--- config.mk ---
export PLATFORM = sky130hd
export DESIGN_NAME = spim_ctrl_top
export DESIGN_NICKNAME = d
export VERILOG_FILES = /design/src/rtl/spim_pkg.sv /design/src/rtl/spim_fifo.sv /design/src/rtl/spim_shift_eng.sv /design/src/rtl/spim_ctrl_top.sv
export SDC_FILE = /design/constraint.sdc
export NUM_CORES = 1
export LEC_CHECK = 0
export CAP_MARGIN = 20
export CELL_PAD_IN_SITES_DETAIL_PLACEMENT = 1
export CELL_PAD_IN_SITES_GLOBAL_PLACEMENT = 1
export CORE_AREA = 2 2 254 256
export CTS_CLUSTER_SIZE = 40
export DETAILED_ROUTE_END_ITERATION = 6
export DIE_AREA = 0 0 256 258
export GPL_TIMING_DRIVEN = 0
export PLACE_DENSITY = 0.46
export SLEW_MARGIN = 20
export SYNTH_ARGS = -nofsm -noshare
export SYNTH_HDL_FRONTEND = slang
export SYNTH_SLANG_ARGS = --single-unit
--- constraint.sdc ---
create_clock -name clk -period 2.3 [get_ports clk]
set_input_delay 0.23 -clock clk [delete_from_list [all_inputs] [get_ports clk]]
set_output_delay 0.23 -clock clk [all_outputs]
set_load 0.005 [all_outputs]
--- src/rtl/spim_pkg.sv ---
package spim_pkg;
   localparam logic [7:0] OFS_SOFTRST = 8'h40;
   localparam logic [7:0] OFS_CTRL    = 8'h60;
   localparam logic [7:0] OFS_STAT    = 8'h64;
   localparam logic [7:0] OFS_TXD     = 8'h68;
   localparam logic [7:0] OFS_RXD     = 8'h6C;
   localparam logic [7:0] OFS_SEL     = 8'h70;

   localparam logic [31:0] SOFTRST_KEY = 32'h0000_000A;

   localparam int CTRL_W = 10;

   typedef struct packed {
      logic lsb_first;   // bit 9
      logic hold;        // bit 8
      logic man_sel;     // bit 7
      logic rx_clr;      // bit 6 (self-clearing)
      logic tx_clr;      // bit 5 (self-clearing)
      logic cpha;        // bit 4
      logic cpol;        // bit 3
      logic master;      // bit 2
      logic enable;      // bit 1
      logic loop;        // bit 0
   } ctrl_t;

   localparam ctrl_t CTRL_DEFAULT = ctrl_t'(10'h100);
endpackage

--- src/rtl/spim_fifo.sv ---
module spim_fifo #(
   parameter int W     = 8,
   parameter int DEPTH = 16
) (
   input  logic         clk,
   input  logic         rst_n,
   input  logic         clr,
   input  logic         push,
   input  logic [W-1:0] din,
   input  logic         pop,
   output logic [W-1:0] dout,
   output logic         empty,
   output logic         full
);
   localparam int AW = (DEPTH > 1) ? $clog2(DEPTH) : 1;

   generate
      if (DEPTH < 2 || (1 << AW) != DEPTH) begin : g_bad_depth
         $error("spim_fifo: DEPTH must be a power of two of at least 2");
      end
   endgenerate

   logic [W-1:0] mem [DEPTH];
   logic [AW:0]  wp, rp;
   logic [AW:0]  count;
   logic         do_push, do_pop;

   assign empty   = (wp == rp);
   assign full    = (wp[AW] != rp[AW]) && (wp[AW-1:0] == rp[AW-1:0]);
   assign do_push = push && !full;
   assign do_pop  = pop && !empty;
   assign dout    = mem[rp[AW-1:0]];
   assign count   = wp - rp;

   always_ff @(posedge clk) begin
      if (do_push && !clr) mem[wp[AW-1:0]] <= din;
   end

   always_ff @(posedge clk or negedge rst_n) begin
      if (!rst_n) begin
         wp <= '0;
         rp <= '0;
      end else if (clr) begin
         wp <= '0;
         rp <= '0;
      end else begin
         if (do_push) wp <= wp + 1'b1;
         if (do_pop)  rp <= rp + 1'b1;
      end
   end

   AST_NO_OVERFLOW: assert property (@(posedge clk) disable iff (!rst_n)
      (full && push && !pop && !clr) |=> $stable(count));
   AST_NO_UNDERFLOW: assert property (@(posedge clk) disable iff (!rst_n)
      (empty && pop && !push && !clr) |=> empty);
   AST_CLR_EMPTIES: assert property (@(posedge clk) disable iff (!rst_n)
      clr |=> empty);
endmodule

--- src/rtl/spim_shift_eng.sv ---
module spim_shift_eng #(
   parameter int WORD_W  = 8,
   parameter int CLK_DIV = 2
) (
   input  logic              clk,
   input  logic              rst_n,
   input  logic              run_ok,
   input  logic              hold,
   input  logic              cpol,
   input  logic              cpha,
   input  logic              lsb_first,
   input  logic              loop,
   input  logic              tx_empty,
   input  logic [WORD_W-1:0] tx_data,
   output logic              tx_pop,
   output logic              rx_push,
   output logic [WORD_W-1:0] rx_data,
   input  logic              miso,
   output logic              sclk,
   output logic              mosi
);
   localparam int DIV_W = (CLK_DIV > 1) ? $clog2(CLK_DIV) : 1;
   localparam int BIT_W = $clog2(WORD_W);
   localparam logic [DIV_W-1:0] DIV_LAST = DIV_W'(CLK_DIV - 1);
   localparam logic [BIT_W-1:0] BIT_LAST = BIT_W'(WORD_W - 1);

   generate
      if (CLK_DIV < 1) begin : g_bad_div
         $error("spim_shift_eng: CLK_DIV must be at least 1");
      end
   endgenerate

   logic              busy;
   logic              phase;
   logic [DIV_W-1:0]  div_cnt;
   logic [BIT_W-1:0]  bit_cnt;
   logic [WORD_W-1:0] tx_sh;
   logic [WORD_W-1:0] rx_sh;
   logic              out_bit, in_bit, half_end, active;

   assign active   = busy && run_ok;
   assign out_bit  = lsb_first ? tx_sh[0] : tx_sh[WORD_W-1];
   assign in_bit   = loop ? out_bit : miso;
   assign half_end = (div_cnt == DIV_LAST);
   assign tx_pop   = run_ok && !busy && !hold && !tx_empty;
   assign rx_push  = active && half_end && phase && (bit_cnt == BIT_LAST);
   assign rx_data  = rx_sh;
   assign mosi     = active && out_bit;
   assign sclk     = cpol ^ (active && (phase ^ cpha));

   always_ff @(posedge clk or negedge rst_n) begin
      if (!rst_n) begin
         busy    <= 1'b0;
         phase   <= 1'b0;
         div_cnt <= '0;
         bit_cnt <= '0;
         tx_sh   <= '0;
         rx_sh   <= '0;
      end else if (!run_ok) begin
         busy    <= 1'b0;
         phase   <= 1'b0;
         div_cnt <= '0;
         bit_cnt <= '0;
      end else if (!busy) begin
         if (tx_pop) begin
            busy    <= 1'b1;
            tx_sh   <= tx_data;
            phase   <= 1'b0;
            div_cnt <= '0;
            bit_cnt <= '0;
         end
      end else if (half_end) begin
         div_cnt <= '0;
         if (!phase) begin
            phase <= 1'b1;
            rx_sh <= lsb_first ? {in_bit, rx_sh[WORD_W-1:1]}
                               : {rx_sh[WORD_W-2:0], in_bit};
         end else begin
            phase <= 1'b0;
            if (bit_cnt == BIT_LAST) begin
               busy <= 1'b0;
            end else begin
               bit_cnt <= bit_cnt + 1'b1;
               tx_sh   <= lsb_first ? (tx_sh >> 1) : (tx_sh << 1);
            end
         end
      end else begin
         div_cnt <= div_cnt + 1'b1;
      end
   end

   AST_SCLK_REST: assert property (@(posedge clk) disable iff (!rst_n)
      !busy |-> (sclk == cpol));
   AST_MOSI_QUIET: assert property (@(posedge clk) disable iff (!rst_n)
      !run_ok |-> !mosi);
   AST_HOLD_BLOCKS: assert property (@(posedge clk) disable iff (!rst_n)
      (hold && !busy) |=> !busy);
   AST_ONE_ACTION: assert property (@(posedge clk) disable iff (!rst_n)
      $countones({tx_pop, rx_push}) <= 1);
endmodule

--- src/rtl/spim_ctrl_top.sv ---
module spim_ctrl_top
   import spim_pkg::*;
#(
   parameter int WORD_W     = 8,
   parameter int FIFO_DEPTH = 16,
   parameter int CLK_DIV    = 2,
   parameter int NUM_SEL    = 4,
   parameter int ADDR_W     = 8
) (
   input  logic               clk,
   input  logic               rst_n,
   input  logic               bus_en,
   input  logic               bus_we,
   input  logic [ADDR_W-1:0]  bus_addr,
   input  logic [31:0]        bus_wdata,
   output logic [31:0]        bus_rdata,
   output logic               spi_sclk,
   output logic               spi_mosi,
   input  logic               spi_miso,
   output logic [NUM_SEL-1:0] spi_ss_n
);
   generate
      if (WORD_W != 8 && WORD_W != 16 && WORD_W != 32) begin : g_bad_word
         $error("spim_ctrl_top: WORD_W must be 8, 16 or 32");
      end
      if (NUM_SEL < 1 || NUM_SEL > 32) begin : g_bad_sel
         $error("spim_ctrl_top: NUM_SEL must be 1..32");
      end
      if (ADDR_W < 8) begin : g_bad_addr
         $error("spim_ctrl_top: ADDR_W must be at least 8");
      end
   endgenerate

   ctrl_t       ctrl_q;
   logic [31:0] sel_q;

   logic wr, rd;
   logic hit_ctrl, hit_stat, hit_txd, hit_rxd, hit_sel, hit_rst;
   logic soft_rst, tx_clr, rx_clr;

   logic              tx_empty, tx_full, rx_empty, rx_full;
   logic              tx_pop, rx_push;
   logic [WORD_W-1:0] tx_dout, rx_dout, rx_word;
   logic [31:0]       rx_word32;

   assign wr       = bus_en && bus_we;
   assign rd       = bus_en && !bus_we;
   assign hit_ctrl = (bus_addr == ADDR_W'(OFS_CTRL));
   assign hit_stat = (bus_addr == ADDR_W'(OFS_STAT));
   assign hit_txd  = (bus_addr == ADDR_W'(OFS_TXD));
   assign hit_rxd  = (bus_addr == ADDR_W'(OFS_RXD));
   assign hit_sel  = (bus_addr == ADDR_W'(OFS_SEL));
   assign hit_rst  = (bus_addr == ADDR_W'(OFS_SOFTRST));

   assign soft_rst = wr && hit_rst && (bus_wdata == SOFTRST_KEY);
   assign tx_clr   = soft_rst || (wr && hit_ctrl && bus_wdata[5]);
   assign rx_clr   = soft_rst || (wr && hit_ctrl && bus_wdata[6]);

   always_ff @(posedge clk or negedge rst_n) begin
      if (!rst_n) begin
         ctrl_q <= CTRL_DEFAULT;
         sel_q  <= '1;
      end else if (soft_rst) begin
         ctrl_q <= CTRL_DEFAULT;
         sel_q  <= '1;
      end else if (wr) begin
         if (hit_ctrl) begin
            ctrl_q        <= ctrl_t'(bus_wdata[CTRL_W-1:0]);
            ctrl_q.tx_clr <= 1'b0;
            ctrl_q.rx_clr <= 1'b0;
         end
         if (hit_sel) sel_q <= bus_wdata;
      end
   end

   assign spi_ss_n = sel_q[NUM_SEL-1:0];

   spim_fifo #(.W(WORD_W), .DEPTH(FIFO_DEPTH)) tx_fifo_i (
      .clk   (clk),
      .rst_n (rst_n),
      .clr   (tx_clr),
      .push  (wr && hit_txd),
      .din   (bus_wdata[WORD_W-1:0]),
      .pop   (tx_pop),
      .dout  (tx_dout),
      .empty (tx_empty),
      .full  (tx_full)
   );

   spim_fifo #(.W(WORD_W), .DEPTH(FIFO_DEPTH)) rx_fifo_i (
      .clk   (clk),
      .rst_n (rst_n),
      .clr   (rx_clr),
      .push  (rx_push),
      .din   (rx_word),
      .pop   (rd && hit_rxd),
      .dout  (rx_dout),
      .empty (rx_empty),
      .full  (rx_full)
   );

   spim_shift_eng #(.WORD_W(WORD_W), .CLK_DIV(CLK_DIV)) eng_i (
      .clk       (clk),
      .rst_n     (rst_n),
      .run_ok    (ctrl_q.enable && ctrl_q.master),
      .hold      (ctrl_q.hold),
      .cpol      (ctrl_q.cpol),
      .cpha      (ctrl_q.cpha),
      .lsb_first (ctrl_q.lsb_first),
      .loop      (ctrl_q.loop),
      .tx_empty  (tx_empty),
      .tx_data   (tx_dout),
      .tx_pop    (tx_pop),
      .rx_push   (rx_push),
      .rx_data   (rx_word),
      .miso      (spi_miso),
      .sclk      (spi_sclk),
      .mosi      (spi_mosi)
   );

   generate
      if (WORD_W < 32) begin : g_rx_ext
         assign rx_word32 = {{(32 - WORD_W){1'b0}}, rx_dout};
      end else begin : g_rx_full
         assign rx_word32 = rx_dout;
      end
   endgenerate

   always_comb begin
      bus_rdata = '0;
      if (hit_ctrl)      bus_rdata = {{(32 - CTRL_W){1'b0}}, ctrl_q};
      else if (hit_stat) bus_rdata = {27'b0, 1'b0, tx_full, tx_empty, rx_full, rx_empty};
      else if (hit_rxd)  bus_rdata = rx_word32;
      else if (hit_sel)  bus_rdata = sel_q;
   end

   AST_SEL_FOLLOWS: assert property (@(posedge clk) disable iff (!rst_n)
      (wr && hit_sel && !soft_rst) |=> (spi_ss_n == $past(bus_wdata[NUM_SEL-1:0])));
   AST_SOFT_RESET: assert property (@(posedge clk) disable iff (!rst_n)
      soft_rst |=> (ctrl_q == CTRL_DEFAULT && sel_q == '1 && tx_empty && rx_empty));
   AST_CLR_BITS_LOW: assert property (@(posedge clk) disable iff (!rst_n)
      (!ctrl_q.tx_clr && !ctrl_q.rx_clr));
   AST_IDLE_WHEN_OFF: assert property (@(posedge clk) disable iff (!rst_n)
      !(ctrl_q.enable && ctrl_q.master) |-> (spi_sclk == ctrl_q.cpol && !tx_pop));
endmodule

# Word-level counts from Yosys, hierarchy flattened
# Memories as Yosys holds them, arrays and structs flattened.
# Index checks and enable logic that the tools add are counted.
[op_classes]
n_addsub = 6
eq_ne = 21
muxes = 51
n_bitwise = 3
n_reduce_logical = 52
[op_table]
columns = ["cell", "count"]
rows = [
  ["$mux 32", 7],
  ["$mux 8", 7],
  ["$eq 8x7->1 const B", 6],
  ["$mux 5", 8],
  ["$eq 32x4->1 const B", 1],
  ["$mux 10", 3],
  ["$logic_and 1x1->1", 27],
  ["$add 5x1->5 const B", 4],
  ["$mux 1", 20],
  ["$mux 3", 6],
  ["$reduce_bool 2->1", 8],
  ["$ne 3x3->1 const B", 4],
  ["$eq 5x5->1", 2],
  ["$logic_not 1->1", 9],
  ["$eq 4x4->1", 2],
  ["$reduce_and 4->1", 2],
  ["$ne 2x2->1 const B", 3],
  ["$reduce_and 2->1", 3],
  ["$reduce_and 5->1", 1],
  ["$add 3x1->3 const B", 1],
  ["$eq 3x3->1 const B", 1],
  ["$logic_or 1x1->1", 2],
  ["$ne 1x1->1", 2],
  ["$xor 1x1->1", 2],
  ["other kinds (2)", 2],
]
[word_totals]
register_bits = 84
ramBits = 256
output_inout_bits = 38
word_cells = 156
n_memories = 2
[memory_table]
columns = ["memory", "depth", "word_bits", "rd", "rd_clocked_by_memory_dff", "write_ports", "line_no", "text"]
rows = [
  ["rx_fifo_i.mem", 16, 8, 1, 0, 1, "spim_fifo.sv:23", "logic [W-1:0] mem [DEPTH];"],
  ["tx_fifo_i.mem", 16, 8, 1, 0, 1, "spim_fifo.sv:23", ""],
]

# Longest topological paths before layout
[depth]
word_depth = 9
depth_mapped = 9
ltp_nobuf = 7

# By module
# Synthesis repeated with hierarchy kept, for this count alone.
[unflattened]
cells_unflattened = 1014
hier_area_um2 = 15103.2
[modules_own_cells]
columns = ["mod", "n_inst", "cells_per_inst", "area_per_inst_um2"]
rows = [
  ["spim_fifo", 2, 327, 5725.5],
  ["spim_ctrl_top", 1, 243, 2436.1],
  ["spim_shift_eng", 1, 117, 1216.2],
]

# Least setup slack after synthesis
# Ideal clock, no wire load.
[synth_path]
path_kind = "register to register"
start = "reg rx_fifo_i.rp[0]"
end = "mem rx_fifo_i.mem[0][0], enable pin"
arrival_time_ns = 2.112
required_time_ns = 1.917
setup_slack_ns = -0.195
path_stages_with_launch = 8
path_buffers = 2
period_less_slack_ns = 2.495
path_cell_list = "dfrtp_1 buf_2 buf_4 xnor2_1 nand4_1 o21a_1 nand3_1 nor3_1"
[synth_between]
elab_chain_cells = 7
[synth_rtl]
columns = ["element", "line_no", "text"]
rows = [
  ["start, declared", "spim_fifo.sv:24", "logic [AW:0] wp, rp;"],
  ["start signal, assigned", "spim_fifo.sv:48", "if (do_pop) rp <= rp + 1'b1;"],
  ["$eq 4x4->1", "spim_fifo.sv:29", "assign full = (wp[AW] != rp[AW]) && (wp[AW-1:0] == rp[AW-1:0]);"],
  ["$logic_and 1x1->1", "spim_fifo.sv:29", ""],
  ["$logic_not 1->1", "spim_fifo.sv:30", "assign do_push = push && !full;"],
  ["$logic_and 1x1->1", "spim_fifo.sv:30", ""],
  ["$logic_and 1x1->1", "spim_fifo.sv:36", "if (do_push && !clr) mem[wp[AW-1:0]] <= din;"],
  ["$mux 1", "spim_fifo.sv:36", ""],
  ["$mux 1 (not written as such)", "spim_fifo.sv:36", ""],
  ["end, declared", "spim_fifo.sv:23", ""],
]
# Every way passes these cells.

# Worst setup path after layout
[layout_path]
start = "reg rx_fifo_i.rp[0]"
end = "out bus_rdata[0]"
[layout_between]
elab_chain_cells = 4
word_cells_on_any_way = 5
classes_between = "1 x eq/ne; 3 x mux; 1 x memory"
[layout_rtl]
columns = ["element", "line_no", "text"]
rows = [
  ["$mem_v2 16x8", "--", ""],
  ["$mux 32", "spim_ctrl_top.sv:133", "else if (hit_rxd) bus_rdata = rx_word32;"],
  ["$mux 32 *", "spim_ctrl_top.sv:132", "else if (hit_stat) bus_rdata = {27'b0, 1'b0, tx_full, tx_empty, rx_full, rx_empty};"],
  ["$mux 32 *", "spim_ctrl_top.sv:131", "if (hit_ctrl) bus_rdata = {{(32 - CTRL_W){1'b0}}, ctrl_q};"],
  ["end, declared", "spim_ctrl_top.sv:16", "output logic [31:0] bus_rdata,"],
]
# Every way passes the cells marked *; elsewhere a longest branch is shown, timed or not.

==> impl_metrics.tcl <==
set metrics [dict create \
    outcome "finished, violations left" \
    violations "negative setup slack" \
    p_leak_nw 6.229 \
    rsz0062_at_grt "yes" \
    dp_cells 1830 \
    post-place-ws_ps -1724 \
    fin_area_mm2 0.01913 \
    io_buffers 82 \
    crit_arrival_ps 2740 \
    dp_hpwl_mm 29.34 \
    ant_nets 0 \
    antenna_found_initial 0 \
    placed_cell_area_mm2 0.01644 \
    ys_seq_area_share_pct 67.63 \
    clkSinkCount 338 \
    drive_gt1_share_pct 37.42 \
    synth_edf_count 256 \
    fin_util_pct 30.06 \
    reg2reg_setup_slack_ps -270 \
    r2r_cells 13 \
    worst_slack_ps -666.2 \
    synth_commonest_cells "edfxtp_1, mux4_2, nor2_1" \
    whs_ps 63.33 \
    htreeDepth 2 \
    synth_flop_cell "edfxtp_1" \
    powerDensity_mw_per_mm2 716.8 \
    cts_tree "done" \
    synth-seq-cells 338 \
    yosys_warnings 0 \
    r2r_end "rx_fifo_i.mem[1][2]$_DFFE_PP_" \
    synth_most_common_cell "edfxtp_1" \
    drt_iter0_drc 419 \
    ir_worst_vdd_mv 0.4978 \
    rows 93 \
    clkLatencyLatePin_ps 580 \
    rr_startpoint "rx_fifo_i.rp[0]$_DFFE_PN0P_" \
    dr_total_vias 8681 \
    cts.path.max_buffers 3 \
    die_w_um 256 \
    cap_violations 0 \
    setup_viol 137 \
    dieHeight_um 258 \
    initial_core_util_pct 22.72 \
    globalRouteTotalUtil_pct 13.37 \
    synthTopCellsByArea "edfxtp_1, mux4_2, dfrtp_1, dfstp_2, mux2i_1" \
    synth_top_area_share_pct 53.16 \
    synth_cells 888 \
    drc 0 \
    wire_per_inst_um 22.29 \
    syn_area_mm2 0.01446 \
    wirelength_mm 43.99 \
    synth_top_area_cell "edfxtp_1" \
    finalSetupTns_ps -23000 \
    hold_class "in -> async" \
    syn_to_final_growth_pct 32.30 \
    hold_viol 0 \
    dr.pass1.iters 4 \
    synthDistinctLibCells 63 \
    cp_max_fo 5 \
    max_freq_mhz 337.1 \
    start_kind "flop" \
    grt_max_degree 68 \
    async_flop_share_pct 24.26 \
    tightest_slew_ps 1009 \
    fin_nets 1143 \
    die-area_mm2 0.06605 \
    worstSetupPathType "reg -> out" \
    clock_skew_ps 26.06 \
    cts_root_buf "clkbuf_16" \
    critPathRequiredTime_ps 2070 \
    via_per_inst 4.400 \
    slew_viol_final 0 \
    syn_avg_cell_area_um2 16.29 \
    core_area_mm2 0.06365 \
    total_power_mw 13.71 \
    grt_pass1_wl_mm 65.54 \
    cts_buffers 41 \
    finalNonFillerCells 1973 \
    syn_nets 945 \
    gp_congestion 0.7240 \
    grt_overflow 0 \
    grt_pass1_vias 9517 \
    fin_crit_sh_pct 129.0 \
    pin_count 83 \
    end_kind "output port" \
    slew-limit-headroom_pct 32.72 \
    layout_min_cycle_time_ps 2966 \
    path_clk_slew_ps 60 \
]
[registers in the layout (all words and copies together) (netlist names), 5 cells and up]
name and count:
ctrl_q 8, eng_i.rx_data 8, tx_fifo_i.wp 5, sel_q 32
rx_fifo_i.mem 128, tx_fifo_i.rp 5, rx_fifo_i.rp 5, eng_i.tx_sh 8
tx_fifo_i.mem 128, rx_fifo_i.wp 5
[layout make-up]
class	count	area (um2)
Antenna cell	1	2.502
Sequential cell	338	9788
Clock buffer	46	1045
Timing Repair Buffer	166	1600
Tap cell	855	1070
Fill cell	6689	44520
Inverter	11	41.29
Clock inverter	28	272.8
Buffer	45	412.9
Multi-Input combinational cell	483	4900
[how the worst max path moves through the flow]
stage	start	endpoint	slack (ps)
floorplan	rx_fifo_i.rp[0]$_DFFE_PN0P_	rx_fifo_i.mem[0][0]$_DFFE_PP_	-200
global placement	rst_n	eng_i.tx_sh[2]$_DFFE_PN0P_	-2530
detailed placement	bus_wdata[1]	rx_fifo_i.mem[4][0]$_DFFE_PP_	-1720
CTS	rx_fifo_i.rp[0]$_DFFE_PN0P_	bus_rdata[0]	-860
global route	rx_fifo_i.rp[0]$_DFFE_PN0P_	bus_rdata[0]	-770
finish	rx_fifo_i.rp[0]$_DFFE_PN0P_	bus_rdata[0]	-670
[routing by layer]
| layer | global-route usage (%) | share of wire, % | up-vias |
|---|---|---|---|
| li1 | - | - | 3874 |
| met1 | 17.91 | 45 | 4625 |
| met2 | 22.63 | 49 | 131 |
| met3 | 2.091 | 3.9 | 51 |
| met4 | 3.411 | 1.7 | 0 |
| met5 | 0 | 0 | - |
[logic make-up (layout without fill, tap and decap cells)]
kind of cell	after synthesis	in the layout	share of synthesized area, %
multiplexers	108	108	13.36
AND/OR/NAND/NOR	222	222	8.193
adder cells (fa/ha/maj)	12	12	1.038
AO/OA/AOI/OAI	113	113	5.892
other	0	1	0
XOR/XNOR	28	28	1.696
buffers and inverters	67	296	2.189
flip-flops	338	338	67.63
[what timing repair did]
action                                  CTS  global route
endpoints found under the setup margin  355           297
gates cloned                              2             0
hold buffers                              1             0
pin swaps                                34            22
endpoints found under the hold margin    60             0
gates resized for setup                 275           115
setup buffers                            62            19
[power breakdown]
| part | switching (mW) | internal, mW |
|---|---|---|
| clock | 2.71 | 3.65 |
| sequential | 0.0479 | 6.60 |
| combinational | 0.372 | 0.325 |
[placed cells by master, fill, tap and decap left out, drive strengths merged, types with 13 or more instances in the layout]
cell / instances
mux4: 67
clkinv: 20
nand2b: 13
buf: 127
a21oi: 18
xnor2: 16
clkdlybuf4s50: 33
and3: 17
dfstp: 33
dfrtp: 49
and2: 23
o22a: 30
mux2i: 31
nor2: 58
edfxtp: 256
clkbuf: 82
nand2: 47
[critical path: stages (launching register included)]
cell      delay, ps
dfrtp_2         410
buf_12          120
buf_12          120
mux4_2          530
mux4_2          540
nand2_2         100
o211ai_1        150
buf_2           180
Note: power is estimated with default switching activity, not from simulation.
